===== src/rtl/uart_rx_pkg.sv =====
package uart_rx_pkg;

    typedef enum logic [2:0] {
        RX_IDLE,
        RX_START,
        RX_DATA,
        RX_PAR,
        RX_STOP1,
        RX_STOP2
    } rx_state_e;

endpackage


===== src/rtl/uart_rx_sync.sv =====
module uart_rx_sync #(
    parameter int STAGES = 2
) (
    input  logic clk,
    input  logic rst_n,
    input  logic line_i,
    output logic line_o
);
    logic [STAGES-1:0] chain_q;

    generate
        for (genvar g = 0; g < STAGES; g++) begin : g_stage
            always_ff @(posedge clk or negedge rst_n) begin
                if (!rst_n) begin
                    chain_q[g] <= 1'b1;
                end else if (g == 0) begin
                    chain_q[g] <= line_i;
                end else begin
                    chain_q[g] <= chain_q[(g == 0) ? 0 : g-1];
                end
            end
        end
    endgenerate

    assign line_o = chain_q[STAGES-1];
endmodule


===== src/rtl/uart_rx_shift.sv =====
module uart_rx_shift
    import uart_rx_pkg::*;
#(
    parameter int OVS = 16
) (
    input  logic       clk,
    input  logic       rst_n,
    input  logic       tick_i,
    input  logic       rx_s,
    input  logic       en_i,
    input  logic       char8_i,
    input  logic [1:0] par_mode_i,
    input  logic       stop2_i,
    input  logic       ext9_i,
    input  logic       two_frame_i,
    output logic       valid_o,
    output logic [8:0] data_o,
    output logic       perr_o,
    output logic       ferr_o,
    output logic       busy_o
);
    localparam int CW   = (OVS > 2) ? $clog2(OVS) : 1;
    localparam int HALF = OVS / 2;

    typedef struct packed {
        rx_state_e  st;
        logic [CW-1:0] cnt;
        logic [3:0] idx;
        logic [8:0] sh;
        logic       acc;
        logic       perr;
        logic       ferr;
        logic       valid;
    } shift_t;

    shift_t q, d;
    logic [3:0] nbits;
    logic       sample;

    always_comb begin
        if (two_frame_i)      nbits = 4'd8;
        else if (ext9_i)      nbits = 4'd9;
        else if (char8_i)     nbits = 4'd8;
        else                  nbits = 4'd7;
        sample = (q.cnt == CW'(OVS-1));

        d = q;
        d.valid = 1'b0;
        if (!en_i) begin
            d.st  = RX_IDLE;
            d.cnt = '0;
        end else if (tick_i) begin
            d.cnt = q.cnt + 1'b1;
            unique case (q.st)
                RX_IDLE: begin
                    d.cnt = '0;
                    if (!rx_s) d.st = RX_START;
                end
                RX_START: begin
                    if (q.cnt == CW'(HALF-1)) begin
                        d.cnt  = '0;
                        d.idx  = '0;
                        d.sh   = '0;
                        d.acc  = 1'b0;
                        d.perr = 1'b0;
                        d.ferr = 1'b0;
                        d.st   = rx_s ? RX_IDLE : RX_DATA;
                    end
                end
                RX_DATA: begin
                    if (sample) begin
                        d.cnt = '0;
                        d.sh  = q.sh | (9'(rx_s) << q.idx);
                        d.acc = q.acc ^ rx_s;
                        d.idx = q.idx + 1'b1;
                        if (q.idx == nbits - 1'b1)
                            d.st = par_mode_i[1] ? RX_PAR : RX_STOP1;
                    end
                end
                RX_PAR: begin
                    if (sample) begin
                        d.cnt  = '0;
                        d.perr = q.acc ^ rx_s ^ par_mode_i[0];
                        d.st   = RX_STOP1;
                    end
                end
                RX_STOP1: begin
                    if (sample) begin
                        d.cnt  = '0;
                        d.ferr = !rx_s;
                        if (stop2_i) begin
                            d.st = RX_STOP2;
                        end else begin
                            d.st    = RX_IDLE;
                            d.valid = 1'b1;
                        end
                    end
                end
                RX_STOP2: begin
                    if (sample) begin
                        d.cnt   = '0;
                        d.st    = RX_IDLE;
                        d.valid = 1'b1;
                    end
                end
                default: d.st = RX_IDLE;
            endcase
        end
    end

    always_ff @(posedge clk or negedge rst_n) begin
        if (!rst_n) begin
            q <= '{st: RX_IDLE, cnt: '0, idx: '0, sh: '0, acc: 1'b0,
                   perr: 1'b0, ferr: 1'b0, valid: 1'b0};
        end else begin
            q <= d;
        end
    end

    assign valid_o = q.valid;
    assign data_o  = q.sh;
    assign perr_o  = q.perr;
    assign ferr_o  = q.ferr;
    assign busy_o  = (q.st != RX_IDLE);


    start_on_low_chk: assert property (@(posedge clk) disable iff (!rst_n)
        $rose(busy_o) |-> $past(!rx_s));


    valid_single_chk: assert property (@(posedge clk) disable iff (!rst_n)
        valid_o |=> !valid_o);


    idle_when_off_chk: assert property (@(posedge clk) disable iff (!rst_n)
        !en_i |=> !busy_o);
endmodule


===== src/rtl/uart_rx_buffer.sv =====
module uart_rx_buffer #(
    parameter int BUF_W = 16
) (
    input  logic             clk,
    input  logic             rst_n,
    input  logic             en_i,
    input  logic             two_frame_i,
    input  logic             ext9_i,
    input  logic             valid_i,
    input  logic [8:0]       data_i,
    input  logic             perr_i,
    input  logic             ferr_i,
    input  logic             rd_buf_i,
    input  logic             rd_stat_i,
    output logic [BUF_W-1:0] buf_o,
    output logic             done_o,
    output logic             ninth_o,
    output logic             perr_o,
    output logic             ferr_o,
    output logic             ovr_o
);
    localparam int HB = BUF_W / 2;

    typedef struct packed {
        logic [BUF_W-1:0] data;
        logic [HB-1:0]    low;
        logic             half;
        logic             full;
        logic             done;
        logic             ninth;
        logic             perr;
        logic             ferr;
        logic             ovr;
    } buf_t;

    buf_t q, d;
    logic             commit;
    logic [BUF_W-1:0] word;
    logic             word9;

    always_comb begin
        d      = q;
        d.done = 1'b0;
        commit = 1'b0;
        word   = '0;
        word9  = 1'b0;
        if (rd_buf_i)  d.full = 1'b0;
        if (rd_stat_i) begin
            d.perr = 1'b0;
            d.ferr = 1'b0;
            d.ovr  = 1'b0;
        end
        if (!en_i) d.half = 1'b0;
        if (valid_i) begin
            d.perr = d.perr | perr_i;
            d.ferr = d.ferr | ferr_i;
            if (two_frame_i) begin
                if (!q.half) begin
                    d.low  = data_i[HB-1:0];
                    d.half = 1'b1;
                end else begin
                    d.half = 1'b0;
                    commit = 1'b1;
                    word   = {data_i[HB-1:0], q.low};
                end
            end else begin
                commit = 1'b1;
                word9  = ext9_i & data_i[8];
                word   = BUF_W'({word9, data_i[7:0]});
            end
        end
        if (commit) begin
            if (d.full) d.ovr = 1'b1;
            d.data  = word;
            d.ninth = word9;
            d.full  = 1'b1;
            d.done  = 1'b1;
        end
    end

    always_ff @(posedge clk or negedge rst_n) begin
        if (!rst_n) begin
            q <= '0;
        end else begin
            q <= d;
        end
    end

    assign buf_o   = q.data;
    assign done_o  = q.done;
    assign ninth_o = q.ninth;
    assign perr_o  = q.perr;
    assign ferr_o  = q.ferr;
    assign ovr_o   = q.ovr;


    buf_stable_chk: assert property (@(posedge clk) disable iff (!rst_n)
        !done_o |-> $stable(buf_o));


    upper_zero_chk: assert property (@(posedge clk) disable iff (!rst_n)
        (done_o && !$past(two_frame_i) && !$past(ext9_i)) |-> (buf_o[BUF_W-1:9] == '0 && !ninth_o));


    ovr_sticky_chk: assert property (@(posedge clk) disable iff (!rst_n)
        (ovr_o && !rd_stat_i) |=> ovr_o);


    pair_done_chk: assert property (@(posedge clk) disable iff (!rst_n)
        (valid_i && two_frame_i && !q.half) |=> !done_o);
endmodule


===== src/rtl/uart_rx_pack.sv =====
module uart_rx_pack #(
    parameter int OVS         = 16,
    parameter int SYNC_STAGES = 2
) (
    input  logic        clk,
    input  logic        rst_n,
    input  logic        os_tick,
    input  logic        rx_in,
    input  logic        en,
    input  logic        char8,
    input  logic [1:0]  par_mode,
    input  logic        stop2,
    input  logic        ext9,
    input  logic        two_frame,
    input  logic        rd_buf,
    input  logic        rd_stat,
    output logic [15:0] rx_buf,
    output logic        rx_done,
    output logic        rx_busy,
    output logic        ninth_bit,
    output logic        par_err,
    output logic        frm_err,
    output logic        ovr_err
);
    logic       line_s;
    logic       f_valid;
    logic [8:0] f_data;
    logic       f_perr;
    logic       f_ferr;

    uart_rx_sync #(.STAGES(SYNC_STAGES)) u_sync (
        .clk    (clk),
        .rst_n  (rst_n),
        .line_i (rx_in),
        .line_o (line_s)
    );

    uart_rx_shift #(.OVS(OVS)) u_shift (
        .clk         (clk),
        .rst_n       (rst_n),
        .tick_i      (os_tick),
        .rx_s        (line_s),
        .en_i        (en),
        .char8_i     (char8),
        .par_mode_i  (par_mode),
        .stop2_i     (stop2),
        .ext9_i      (ext9),
        .two_frame_i (two_frame),
        .valid_o     (f_valid),
        .data_o      (f_data),
        .perr_o      (f_perr),
        .ferr_o      (f_ferr),
        .busy_o      (rx_busy)
    );

    uart_rx_buffer #(.BUF_W(16)) u_buf (
        .clk         (clk),
        .rst_n       (rst_n),
        .en_i        (en),
        .two_frame_i (two_frame),
        .ext9_i      (ext9),
        .valid_i     (f_valid),
        .data_i      (f_data),
        .perr_i      (f_perr),
        .ferr_i      (f_ferr),
        .rd_buf_i    (rd_buf),
        .rd_stat_i   (rd_stat),
        .buf_o       (rx_buf),
        .done_o      (rx_done),
        .ninth_o     (ninth_bit),
        .perr_o      (par_err),
        .ferr_o      (frm_err),
        .ovr_o       (ovr_err)
    );
endmodule


===== config.mk =====
export PLATFORM = sky130hd
export DESIGN_NAME = uart_rx_pack
export DESIGN_NICKNAME = d
export VERILOG_FILES = /design/src/rtl/uart_rx_pkg.sv /design/src/rtl/uart_rx_sync.sv /design/src/rtl/uart_rx_shift.sv /design/src/rtl/uart_rx_buffer.sv /design/src/rtl/uart_rx_pack.sv
export SDC_FILE = /design/constraint.sdc
export NUM_CORES = 1
export LEC_CHECK = 0
export CORE_ASPECT_RATIO = 1.5
export CORE_MARGIN = 4
export CORE_UTILIZATION = 55
export DETAILED_ROUTE_END_ITERATION = 8
export PLACE_DENSITY = 0.76
export SKIP_CTS_REPAIR_TIMING = 1
export SLEW_MARGIN = 40
export SYNTH_ARGS = -nofsm -noshare
export SYNTH_HDL_FRONTEND = slang
export SYNTH_SLANG_ARGS = --single-unit

===== constraint.sdc =====
create_clock -name clk -period 2.36 [get_ports clk]
set_input_delay 0.354 -clock clk [delete_from_list [all_inputs] [get_ports clk]]
set_output_delay 0.354 -clock clk [all_outputs]
set_load 0.02 [all_outputs]

== Word-level counts from Yosys, hierarchy flattened ==
Cells that the tools add are included.

* Logic and storage cells: 105
* Output and inout port bits: 22
* Input bits: 13
* Memories: 0
* Bits in registers: 57
* Memory bits (read-only): 0
* Bits in writable memories: 0
* Latch bits: 0

* Equal/unequal tests: 20
* Add/sub/neg operators: 3
* Div/mod/pow operators: 0
* Magnitude comparators: 0
* Shifts and indexed selects: 1
* Bitwise gates (word level): 7
* Multiply operators: 0
* Multiplexer cells: 44
* Reduce and logical (&&, ||, !) cells: 11

{| class="wikitable"
|+ Operator list
! kind !! count
|-
| two-way mux 16 bit || 3
|-
| two-way mux 7 bit || 4
|-
| case mux 14 bit (2 select lines) || 1
|-
| two-way mux 24 bit || 1
|-
| case mux 4 bit (6 select lines) || 1
|-
| two-way mux 23 bit || 1
|-
| two-way mux 21 bit || 1
|-
| two-way mux 3 bit || 6
|-
| != test 3 x 2 -> 1 bit (second input constant) || 6
|-
| case mux 3 bit (6 select lines) || 1
|-
| two-way mux 1 bit || 16
|-
| AND reduction 5 bit || 3
|-
| two-way mux 4 bit || 3
|-
| OR 9 bit || 1
|-
| << shifter 1 x 4 -> 9 bit || 1
|-
| adder 4 x 1 -> 4 bit (second input constant) || 2
|-
| != test 2 x 1 -> 1 bit (second input constant) || 4
|-
| AND reduction 8 bit || 1
|-
| == test 3 x 2 -> 1 bit (second input constant) || 2
|-
| == test 3 bit (second input constant) || 2
|-
| two-way mux 2 bit || 3
|-
| case mux 1 bit (2 select lines) || 3
|-
| nonzero test 2 bit || 3
|-
| == test 4 x 3 -> 1 bit (second input constant) || 1
|-
| other kinds (14) || 16
|}

== Longest topological paths before layout ==
* Depth in word-level cells: 10
* Depth in mapped cells: 8
* Mapped depth without buffers: 6

== Hierarchy ==
Synthesis repeated with hierarchy kept, for this count alone.

* Cell total of the unflattened synthesis: 294
* Area, all modules: 2990.4 µm²

{| class="wikitable"
|+ Modules (own cells, without submodules)
! module !! sequential area each (µm²) !! area each (µm²) !! cells each !! instances
|-
| uart_rx_shift || 600.6 || 1482.7 || 164 || 1
|-
| uart_rx_buffer || 775.7 || 1455.1 || 128 || 1
|-
| uart_rx_sync || 52.6 || 52.6 || 2 || 1
|}

== Worst setup path after synthesis ==
Ideal clock, no wire load.

* Path type: register to register
* Start: reg u_shift.q[17] (netlist bit)
* End: reg u_shift.q (netlist bit u_shift.data_o[0])
* Cell stages (with the launch flop): 9
* Data required time: 2.229 ns
* Slack: 0.552 ns
* Path buffers: 2
* Setup time: 0.131 ns
* Arrival: 1.677 ns
* Clock period less this slack: 1.808 ns
* Path through: dfrtp_1 > ha_1 > clkbuf_1 > nand4_1 > nor2_1 > nand2_1 > nor3_1 > buf_2 > o32ai_1

* Word-level cells in the longest chain between the ends: 3
* Elaborated cells between the ends (all ways): 5
* Those cells by class: 4 x eq/ne; 1 x reduce/logical

{| class="wikitable"
|+ RTL lines
! item !! line !! source
|-
| from (decl) || uart_rx_shift.sv:36 || <nowiki>shift_t q, d;</nowiki>
|-
| from (signal assigned) || uart_rx_shift.sv:113 || <nowiki>q <= '{st: RX_IDLE, cnt: '0, idx: '0, sh: '0, acc: 1'b0,</nowiki>
|-
| == test 4 bit / == test 4 x 3 -> 1 bit (equally long branches) || uart_rx_shift.sv:45, uart_rx_shift.sv:60 ||
|-
| != test 2 x 1 -> 1 bit (no source line) || n/a ||
|-
| AND reduction 5 bit (no source line) (*) || n/a ||
|}

Every way passes the cells marked *; elsewhere a longest branch is shown, timed or not.
A chain may end at the register's enable or synchronous reset.

== Worst setup path after layout ==
* Start: reg u_shift.q[22] (netlist bit)
* End: out rx_busy

* Word-level cells in the longest chain between the ends: 1

{| class="wikitable"
|+ RTL lines
! item !! line !! source
|-
| nonzero test 3 bit || uart_rx_shift.sv:124 || <nowiki>assign busy_o = (q.st != RX_IDLE);</nowiki>
|-
| to (decl) || uart_rx_pack.sv:19 || <nowiki>output logic rx_busy,</nowiki>
|}

No other way between the ends.

==> summary.log <==
qor: yosys.netlist_top_cells_area sky130_fd_sc_hd__dfrtp_1, sky130_fd_sc_hd__nand2_1, sky130_fd_sc_hd__o22ai_1
qor: yosys.post_synth.cell_area_avg 9.25 um^2
qor: drt.detail_route.wl_per_cell 15.1 um
qor: placed_design.placed_cells_incl_taps 389
qor: global_routing.vias_in_the_first_global_route 2,297
qor: yosys.ffs_latches_synth 57
qor: power_and_ir_drop.power.leakage 1.51 nW
qor: clock_network.tritoncts yes
qor: global_routing.globalRoute.totalOverflow 0
qor: sta.final-max-slew-violation-count 0
qor: sta.post-route-min-period 2.23 ns
qor: clock_network.numCtsBuffers 9
qor: drt.final_antenna_net_count 0
qor: yosys.post_synth_inst_count 315
qor: worst_setup_path.critical-path-max-stage-delay 0.73 ns
qor: final_layout.syn_to_final_growth 16.1%
qor: final_layout.postLayoutCellArea 3380 um^2
qor: drt.route.vias.total 2,276
qor: sta.finalHoldWorstSlack -0.000952 ns
qor: sta.worst_slew_pin_slew 0.611 ns
qor: global_routing.grt.total_usage 21.1%
qor: sta.highest_attainable_clock_frequency 0.447 GHz
qor: worst_setup_path.timing.rr.start u_shift.q[22]$_DFFE_PN0P_
qor: sta.worst_slew_margin_rel 59.3%
qor: outcome.failing_checks negative hold slack
qor: floorplanning.initial_utilization 56.9%
qor: worst_setup_path.criticalPathCategory flip-flop to primary output
qor: worst_setup_path.timing.critical_path.slowest_stage_cell sky130_fd_sc_hd__dfrtp_1
qor: yosys.yosys.cell_types.count 53
qor: drt.1st_pass_router_iterations 4
qor: worst_setup_path.timing.critical_path.from_type flip-flop
qor: worst_setup_path.setup.worst_path.start u_shift.q[22]$_DFFE_PN0P_
qor: sta.final_setup_violation_count 0
qor: worst_setup_path.cpLargestDelayFamily flip-flops
qor: power_and_ir_drop.peakVddDrop 308 uV
qor: worst_setup_path.crit_path_cell_trace nor3_2, inv_2, clkdlybuf4s50_1
qor: final_layout.final-instance-count-excl-fill 404
qor: yosys.post-synth-top-count-cell sky130_fd_sc_hd__dfrtp_1
qor: drt.route.final.wire_length 6.11 mm
qor: yosys.async_reset_ff_share 100%
qor: clock_network.maximum_root_to_sink_buffer_count 2
qor: floorplanning.fp.dieW 67.4 um
qor: worst_setup_path.ff2ff_setup_slack 0.34 ns
qor: floorplanning.die_area 6550 um^2
qor: sta.final_period_util 94.7%
qor: sta.finalHoldViolCount 3
qor: yosys.netlist.area_leader.share 47.2%
qor: worst_setup_path.regToRegEndpoint u_shift.q[23]$_DFFE_PN0P_
qor: yosys.synth.yosys.warnings 0
qor: worst_setup_path.worstPathBufferInverterCount 2
qor: placed_design.placed_cell_area 3200 um^2
qor: placed_design.place.port_buffers 34
qor: drt.drt_drc_violations_left 0
qor: worst_setup_path.critPathCaptureType primary output
qor: yosys.synth-main-ff-cell sky130_fd_sc_hd__dfrtp_1
qor: clock_network.clock_sink_count 57
qor: job.max_cap_viol_count 0
qor: final_layout.drive_above_1_share 12.2%
qor: outcome.result_of_the_run finished, violations left
qor: global_routing.grt_antenna_before_repair 0
qor: clock_network.clk_root_buffer_cell sky130_fd_sc_hd__clkbuf_8
qor: yosys.synth.cell_area 2920 um^2
qor: worst_hold_path.worst_min_delay_path_class input pin to asynchronous set/reset pin
qor: sta.rsz_0062_raised_after_global_routing no
qor: worst_setup_path.timing.critical_path.fanout_max 20
qor: floorplanning.core_area 5120 um^2
qor: global_routing.grt_first_pass_wirelength 10.6 mm
qor: yosys.post_synth_most_frequent_cells sky130_fd_sc_hd__dfrtp_1, sky130_fd_sc_hd__nand2_1, sky130_fd_sc_hd__o21ai_0
qor: final_layout.fillers 449
qor: clock_network.clk-insertion-delay-late 0.34 ns
qor: clock_network.worst_path_clk_slew 0.06 ns
qor: worst_setup_path.cp.required 2.01 ns
qor: drt.vias_per_instance 5.63
qor: placed_design.dp.final_hpwl 4.46 mm
qor: final_layout.nets 347
qor: drt.drt_iter0_markers 171
qor: sta.fin_tns_setup 0 ns
qor: placed_design.gp_congestion 0.840
qor: yosys.syn-num-nets 330
qor: floorplanning.chipHeight 97.2 um
qor: worst_setup_path.arrival 1.88 ns
qor: yosys.synth_sequential_area_ratio 49.0%
qor: global_routing.grt_max_degree 36
qor: power_and_ir_drop.power_density 570 nW/um^2
qor: final_layout.antenna_cells 0
qor: floorplanning.fp-row-count 32
qor: yosys.synth_edf_count 0
qor: clock_network.max_h_tree_level 3
qor: worst_setup_path.reg2reg_depth 5
qor: sta.worst_clock_skew 0.00717 ns
qor: yosys.synth_area_leader_cell sky130_fd_sc_hd__dfrtp_1
qor: floorplanning.boundaryPins 35
per-layer routing:
layer | routed length (um) | GRT usage (%) | vias up
met5 | 0 | 0 | -
met4 | 156 | 13.1 | 0
met3 | 229 | 3.70 | 14
met2 | 3260 | 34.8 | 52
met1 | 2470 | 24.3 | 1103
li1 | - | - | 1107
state kept, by name, indices dropped and copies added, names as in the netlist, 9 cells and up:
| signal | count |
|---|---|
| u_buf.buf_o | 16 |
| u_shift.data_o | 9 |
| u_buf.q | 10 |
| u_shift.q | 12 |
area by class of cell:
type | instances | area [um^2] | area share, %
sequential | 57 | 1430 | 42.2
multi-input combinational | 197 | 1180 | 34.9
timing repair buffer | 43 | 415 | 12.3
clock buffer | 13 | 169 | 4.99
inverter | 24 | 90.1 | 2.66
tap | 68 | 85.1 | 2.51
clock inverter | 2 | 12.5 | 0.370
worst register-to-register path, delay by kind of cell (launching register included):
family	cells	cell delay (ns)
muxes	1	0.36
DFF	1	0.73
AOI/OAI and AO/OA	2	0.60
and+or+nand+nor	1	0.06
xor gates and xnor gates	1	0.16
through the flow:
stage	setup slack [ns]	hold WS (ns)	utilization, %	total power, W
floorplan	0.552	0.0584	-	0.00105
global placement	0.223	0.347	62.5	0.00111
detailed placement	0.229	0.348	62.5	0.00111
CTS	0.129	0.000333	66.0	0.00194
global route	0.0267	0.0431	66.0	0.00199
finish	0.125	-0.000952	66.0	0.00193
power breakdown:
group,internal (W),leakage (nW),switching (W),total [W]
clock,0.000459,0.0915,0.000374,0.000834
combinational,0.0000458,0.694,0.0000552,0.000101
sequential,0.000983,0.721,0.0000100,0.000993
total,0.00149,1.51,0.000440,0.00193
placed cells by master, fill, tap and decap left out, types with 2 or more instances in the layout:
| cell | n |
|---|---|
| sky130_fd_sc_hd__nand3b_1 | 3 |
| sky130_fd_sc_hd__buf_4 | 8 |
| sky130_fd_sc_hd__nor4_1 | 2 |
| sky130_fd_sc_hd__inv_1 | 22 |
| sky130_fd_sc_hd__clkdlybuf4s50_1 | 33 |
| sky130_fd_sc_hd__a32oi_1 | 2 |
| sky130_fd_sc_hd__nand4_1 | 6 |
| sky130_fd_sc_hd__mux2_1 | 4 |
| sky130_fd_sc_hd__ha_1 | 2 |
| sky130_fd_sc_hd__o22ai_1 | 22 |
| sky130_fd_sc_hd__nor3b_1 | 2 |
| sky130_fd_sc_hd__o32ai_1 | 2 |
| sky130_fd_sc_hd__a21oi_1 | 17 |
| sky130_fd_sc_hd__nor2_1 | 15 |
| sky130_fd_sc_hd__mux2_2 | 5 |
| sky130_fd_sc_hd__nor3_1 | 4 |
| sky130_fd_sc_hd__and2_1 | 3 |
| sky130_fd_sc_hd__nor2b_1 | 3 |
| sky130_fd_sc_hd__o21ai_0 | 26 |
| sky130_fd_sc_hd__dfrtp_1 | 55 |
| sky130_fd_sc_hd__nor2_2 | 2 |
| sky130_fd_sc_hd__o21ai_1 | 4 |
| sky130_fd_sc_hd__dfstp_2 | 2 |
| sky130_fd_sc_hd__nand3_1 | 6 |
| sky130_fd_sc_hd__and4_1 | 2 |
| sky130_fd_sc_hd__nand2_1 | 37 |
| sky130_fd_sc_hd__inv_2 | 2 |
| sky130_fd_sc_hd__clkbuf_8 | 12 |
| sky130_fd_sc_hd__nand2b_1 | 3 |
| sky130_fd_sc_hd__xnor2_1 | 4 |
logic make-up (layout without fill, tap and decap cells):
family,after synthesis,in the layout,share of synthesized area [%]
compound gates,86,86,18.2
xor+xnor,5,5,1.50
fa+ha+maj,2,2,0.858
buf+inv,61,82,10.4
flops,57,57,49.0
mux,10,10,3.82
simple gates,94,94,16.1
worst max path at each step:
| stage | end | slack (ns) | cells after the start |
|---|---|---|---|
| 5_1_grt | rx_busy | 0.03 | 3 |
| 4_1_cts | rx_busy | 0.13 | 3 |
| 6_report | rx_busy | 0.13 | 3 |
| 3_3_place_gp | u_shift.q[21]$_DFFE_PN0P_ | 0.22 | 6 |
| 2_1_floorplan | u_shift.data_o[0]$_DFFE_PN0P_ | 0.55 | 8 |
| 3_5_place_dp | u_shift.q[21]$_DFFE_PN0P_ | 0.23 | 6 |
No activity file was read; power rests on OpenSTA's default activity.
